`src/rtl/match_timer_ch.sv`:
```
module match_timer_ch #(
  parameter int CNT_W = 32,
  parameter int BUS_W = 32
) (
  input  logic             clk,
  input  logic             rst_n,
  input  logic             ref_tick,
  input  logic             run,
  input  logic             bus_wr,
  input  logic [1:0]       bus_addr,
  input  logic [BUS_W-1:0] bus_wdata,
  output logic [BUS_W-1:0] bus_rdata,
  output logic             irq,
  output logic             dma_req
);
  localparam int PRE_W  = 7;
  localparam int CTRL_W = 16;

  logic [PRE_W-1:0] pre_q, pre_mask;
  logic             mf_q, ov_q, per_q, ie_q;
  logic [1:0]       req_q, pend_q;
  logic [2:0]       cks_q;
  logic [CNT_W-1:0] cnt_q, cmp_q, pval_q;
  logic             tick, wr_ctl, wr_cnt, wr_cmp, step, hit, set_mf, set_ov;
  logic [CTRL_W-1:0] ctl_rd;

  always_comb begin
    case (cks_q)
      3'd4:    pre_mask = PRE_W'(7);
      3'd5:    pre_mask = PRE_W'(31);
      3'd6:    pre_mask = PRE_W'(127);
      default: pre_mask = '0;
    endcase
  end

  assign tick   = ref_tick & cks_q[2] & ((pre_q & pre_mask) == pre_mask);
  assign wr_ctl = bus_wr & (bus_addr == 2'd0);
  assign wr_cnt = bus_wr & (bus_addr == 2'd1);
  assign wr_cmp = bus_wr & (bus_addr == 2'd2);
  assign step   = tick & run & (pend_q == 2'd0) & ~wr_cnt;
  assign hit    = cnt_q == cmp_q;
  assign set_mf = step & hit;
  assign set_ov = step & ~hit & (&cnt_q);

  always_ff @(posedge clk or negedge rst_n) begin
    if (!rst_n) pre_q <= '0;
    else        pre_q <= pre_q + PRE_W'(ref_tick);
  end

  always_ff @(posedge clk or negedge rst_n) begin
    if (!rst_n) begin
      cnt_q  <= '0;
      pval_q <= '0;
      pend_q <= 2'd0;
    end else if (wr_cnt) begin
      pval_q <= bus_wdata[CNT_W-1:0];
      pend_q <= 2'd2;
    end else if (tick && pend_q != 2'd0) begin
      pend_q <= pend_q - 2'd1;
      if (pend_q == 2'd1) cnt_q <= pval_q;
    end else if (step) begin
      cnt_q <= (hit && per_q) ? '0 : cnt_q + CNT_W'(1);
    end
  end

  always_ff @(posedge clk or negedge rst_n) begin
    if (!rst_n) begin
      mf_q  <= 1'b0;
      ov_q  <= 1'b0;
      per_q <= 1'b0;
      ie_q  <= 1'b0;
      req_q <= 2'd0;
      cks_q <= 3'd0;
    end else begin
      mf_q <= set_mf | (mf_q & ~(wr_ctl & ~bus_wdata[15]));
      ov_q <= set_ov | (ov_q & ~(wr_ctl & ~bus_wdata[14]));
      if (wr_ctl) begin
        per_q <= bus_wdata[8];
        ie_q  <= bus_wdata[7];
        req_q <= bus_wdata[5:4];
        cks_q <= bus_wdata[2:0];
      end
    end
  end

  always_ff @(posedge clk or negedge rst_n) begin
    if (!rst_n)      cmp_q <= '1;
    else if (wr_cmp) cmp_q <= bus_wdata[CNT_W-1:0];
  end

  assign ctl_rd = {mf_q, ov_q, 5'b0, per_q, ie_q, 1'b0, req_q, 1'b0, cks_q};

  always_comb begin
    case (bus_addr)
      2'd0:    bus_rdata = BUS_W'(ctl_rd);
      2'd1:    bus_rdata = BUS_W'(cnt_q);
      2'd2:    bus_rdata = BUS_W'(cmp_q);
      default: bus_rdata = '0;
    endcase
  end

  assign irq     = mf_q & ie_q & (req_q == 2'b10);
  assign dma_req = mf_q & (req_q == 2'b01);
endmodule

```
`config.mk`:
```
export PLATFORM = sky130hd
export DESIGN_NAME = match_timer_ch
export DESIGN_NICKNAME = d
export VERILOG_FILES = /design/src/rtl/match_timer_ch.sv
export SDC_FILE = /design/constraint.sdc
export NUM_CORES = 1
export LEC_CHECK = 0
export BUFFER_PORTS_ARGS = -buffer_cell sky130_fd_sc_hd__buf_2
export CAP_MARGIN = 25
export CORE_ASPECT_RATIO = 0.5
export CORE_MARGIN = 2
export CORE_UTILIZATION = 60
export CTS_BUF_LIST = sky130_fd_sc_hd__clkbuf_4 sky130_fd_sc_hd__clkbuf_8
export DETAILED_ROUTE_END_ITERATION = 7
export PLACE_DENSITY = 0.8
export SKIP_LAST_GASP = 1
export SLEW_MARGIN = 20
export SYNTH_ARGS = -nofsm -noshare
export SYNTH_HDL_FRONTEND = slang
export SYNTH_SLANG_ARGS = --single-unit
```
`constraint.sdc`:
```
create_clock -name clk -period 2.7 [get_ports clk]
set_input_delay 0.405 -clock clk [delete_from_list [all_inputs] [get_ports clk]]
set_output_delay 0.405 -clock clk [all_outputs]
set_load 0.005 [all_outputs]
```
==> results.cfg <==
[sta]
maxSlewViolCount = 0
fin_tns_setup_ps = 0
relSlewSlack = 0.6035
fin_crit_sh = 0.9197
hold_viol_final = 0
fin_skew_ps = 9.644
rsz0062_at_grt = no
min_period_ps = 2483
setup_viol = 0
hold_slack_ps = 166.3
clock.fmax_mhz = 402.7
fin_ws_ps = 216.7
worstMarginPinSlew_ps = 594.8

[clock_network]
clockRootBuffer = clkbuf_8
cts_max_path_buffers = 2
clock_latency_ps = 440
cts.htree.levels = 4
numClockSinks = 114
cts_inserted_buffers = 17
clk_pin_slew_ps = 70
cts_resized = 0
cts_tree = done

[grt]
grt_pass1_vias = 5135
antenna_found_initial = 0
grt_pass1_wl_mm = 27.70
grt_max_degree = 46
grt_use_total = 0.3178
overflow = 0

[die]
dieWidth_um = 148.0
pin_count = 73
dieArea_um2 = 11240
initial_core_util = 0.6125
core_um2 = 10150
rows = 26
die_y_um = 75.98

[routing]
drcViolationCount = 0
drt_iter0_drc = 527
routed_wl_mm = 17.00
first_pass_iters = 5
ant_nets = 0
vias = 5439
drt-wirelength-per-cell_um = 19.45
viasPerCell = 6.223

[power_and_ir_drop]
switching_share = 0.3130
combPwrFrac = 0.202
power_frac_seq = 0.494
power.density_nw_per_um2 = 657.8
p_int_w = 0.003238
p_switching_w = 0.001475
p_leak_nw = 3.298
ir_drop_v = 0.0003606
power.total_w = 0.004714
p_clk_frac = 0.303

[layout]
syn_to_final_growth_pct = 15.25
nets = 765
stdcell_count = 874
antennaDiodeCount = 0
drive_gt1_frac = 0.2970

[yosys]
synth_nets = 694
synthDistinctLibCells = 53
synth-async-reset-ratio = 1.000
yosysSeqAreaShare = 0.4653
synthCells = 650
synth_flop_cell = dfrtp_1
synth-seq-cells = 114
yosys_warnings = 0
synth-edff-count = 0
synth_area_um2 = 6217
postSynthAreaPerCell_um2 = 9.565

[critical_path]
crit_type = flop to flop
startpoint_type = flop
ff2ff_setup_slack_ps = 220
critPathMaxFanout = 17
cp_data_arrival_time_ps = 2810
ff2ff_path_depth = 7
critPathCaptureType = flop
cp_data_required_time_ps = 3020
r2r_start = cnt_q[1]
r2r_end = cnt_q[2]
crit_path_cell_trace = xnor2_1 -> nand4_1 -> nor4_1 -> and4_1 -> buf_4 -> o31ai_1 -> a211o_1
cpPeakStageDelay_ps = 450
critPathSlowestCell = dfrtp_1

[outcome]
status = complete, no violations

[placed_design]
place_ws_ps = 347.0
post-place-cells = 841
gp_congestion = 0.9542
hpwl_mm = 11.85
io_buffers = 72

[hold_path]
hold_start = bus_wdata[18]
hold_class = primary input to flop
hold_end = pval_q[18]
hold_depth = 3

[job]
drv_cap = 0
## cell families (layout without fill, tap and decap cells)
family / Yosys count / in the layout / synth area share
AND/OR/NAND/NOR: 270 / 270 / 0.2093
AO/OA/AOI/OAI: 114 / 114 / 0.1358
flip-flops: 114 / 114 / 0.4653
buffers and inverters: 60 / 144 / 0.03924
multiplexers: 49 / 49 / 0.08674
XOR/XNOR: 38 / 38 / 0.05353
adder cells (fa/ha/maj): 5 / 5 / 0.01006
## cells in the mapped netlist, drive strengths merged, types with 3 or more instances
master,n,area share
a21oi,24,0.019
a221o,16,0.026
a22o,23,0.032
a22oi,10,0.012
and3,5,0.0050
buf,13,0.011
clkbuf,41,0.025
dfrtp,82,0.33
dfstp,32,0.14
ha,5,0.010
inv,6,0.0036
mux2,39,0.071
mux2i,10,0.016
nand2,132,0.080
nand3,36,0.031
nand4,26,0.027
nor2,22,0.014
nor2b,4,0.0040
nor3,8,0.0064
o211ai,7,0.0085
o21ai,20,0.016
o221ai,3,0.0042
or3,14,0.014
or4,5,0.0060
xnor2,35,0.049
xor2,3,0.0042
## power groups by stage
stage               Combinational, W  Sequential (W)  Clock (W)
global placement            0.000899         0.00233          0
CTS                         0.000949         0.00232    0.00144
global route                 0.00105         0.00237    0.00153
detailed placement          0.000928         0.00235          0
finish                      0.000953         0.00233    0.00143
floorplan                   0.000633         0.00226          0
## state kept, by name, indices dropped and copies added, names as in the netlist
name	flops
cks_q	3
cmp_q	32
cnt_q	32
ie_q	1
mf_q	1
ov_q	1
pend_q	2
per_q	1
pre_q	7
pval_q	32
req_q	2
## placed cells by master, fill, tap and decap left out, types with 20 or more instances in the layout
master / n
nand2_1: 132
dfrtp_1: 82
buf_2: 71
mux2_2: 39
xnor2_1: 35
nand3_1: 34
buf_4: 33
dfstp_2: 32
nand4_1: 25
a21oi_1: 24
a22o_1: 23
nor2_1: 21
o21ai_0: 20
clkbuf_8: 20
## worst max path at each step
| stage | start | endpoint | slack (ps) | cells past startpoint |
|---|---|---|---|---|
| after floorplan | cnt_q[30] | cnt_q[20] | 630 | 9 |
| after global placement | cmp_q[20] | cnt_q[2] | 450 | 7 |
| after detailed placement | cnt_q[1] | cnt_q[2] | 350 | 7 |
| after CTS | cnt_q[1] | cnt_q[2] | 300 | 7 |
| after global routing | cnt_q[1] | cnt_q[2] | 20 | 7 |
| final | cnt_q[1] | cnt_q[2] | 220 | 7 |
## timing repair
action,in CTS,in global routing
endpoints found under the hold margin,30,0
buffers inserted,0,0
hold buffers,1,0
## final cells by class
type,instances,area [um2]
timing repair buffer,106,633.1
fill,782,2984
clock buffer,23,297.8
tap,140,175.2
inverter,6,22.52
clock inverter,9,58.81
sequential,114,2893
multi-input combinational,476,3085
## critical path: cells and delay by family (launching register included)
| kind | cells | cell delay, ps |
|---|---|---|
| AND/OR/NAND/NOR | 3 | 900 |
| flip-flops | 1 | 450 |
| XOR/XNOR | 1 | 400 |
| AO/OA/AOI/OAI | 2 | 380 |
| buffers and inverters | 1 | 240 |
## metal layers
metal,vias to the layer above,share of wire,global-route usage
met4,0,0.018,0.1019
met5,-,0,0
met3,35,0.10,0.08802
met2,289,0.42,0.4463
li1,2472,-,-
met1,2643,0.46,0.4779
## stage by stage
step	utilization	cell area, um2
detailed placement	0.6699	6799
floorplan	-	6217
global placement	0.6699	6799
finish	0.7060	7166
global route	0.7060	7166
CTS	0.7060	7166
No activity file was read; power rests on OpenSTA's default activity.
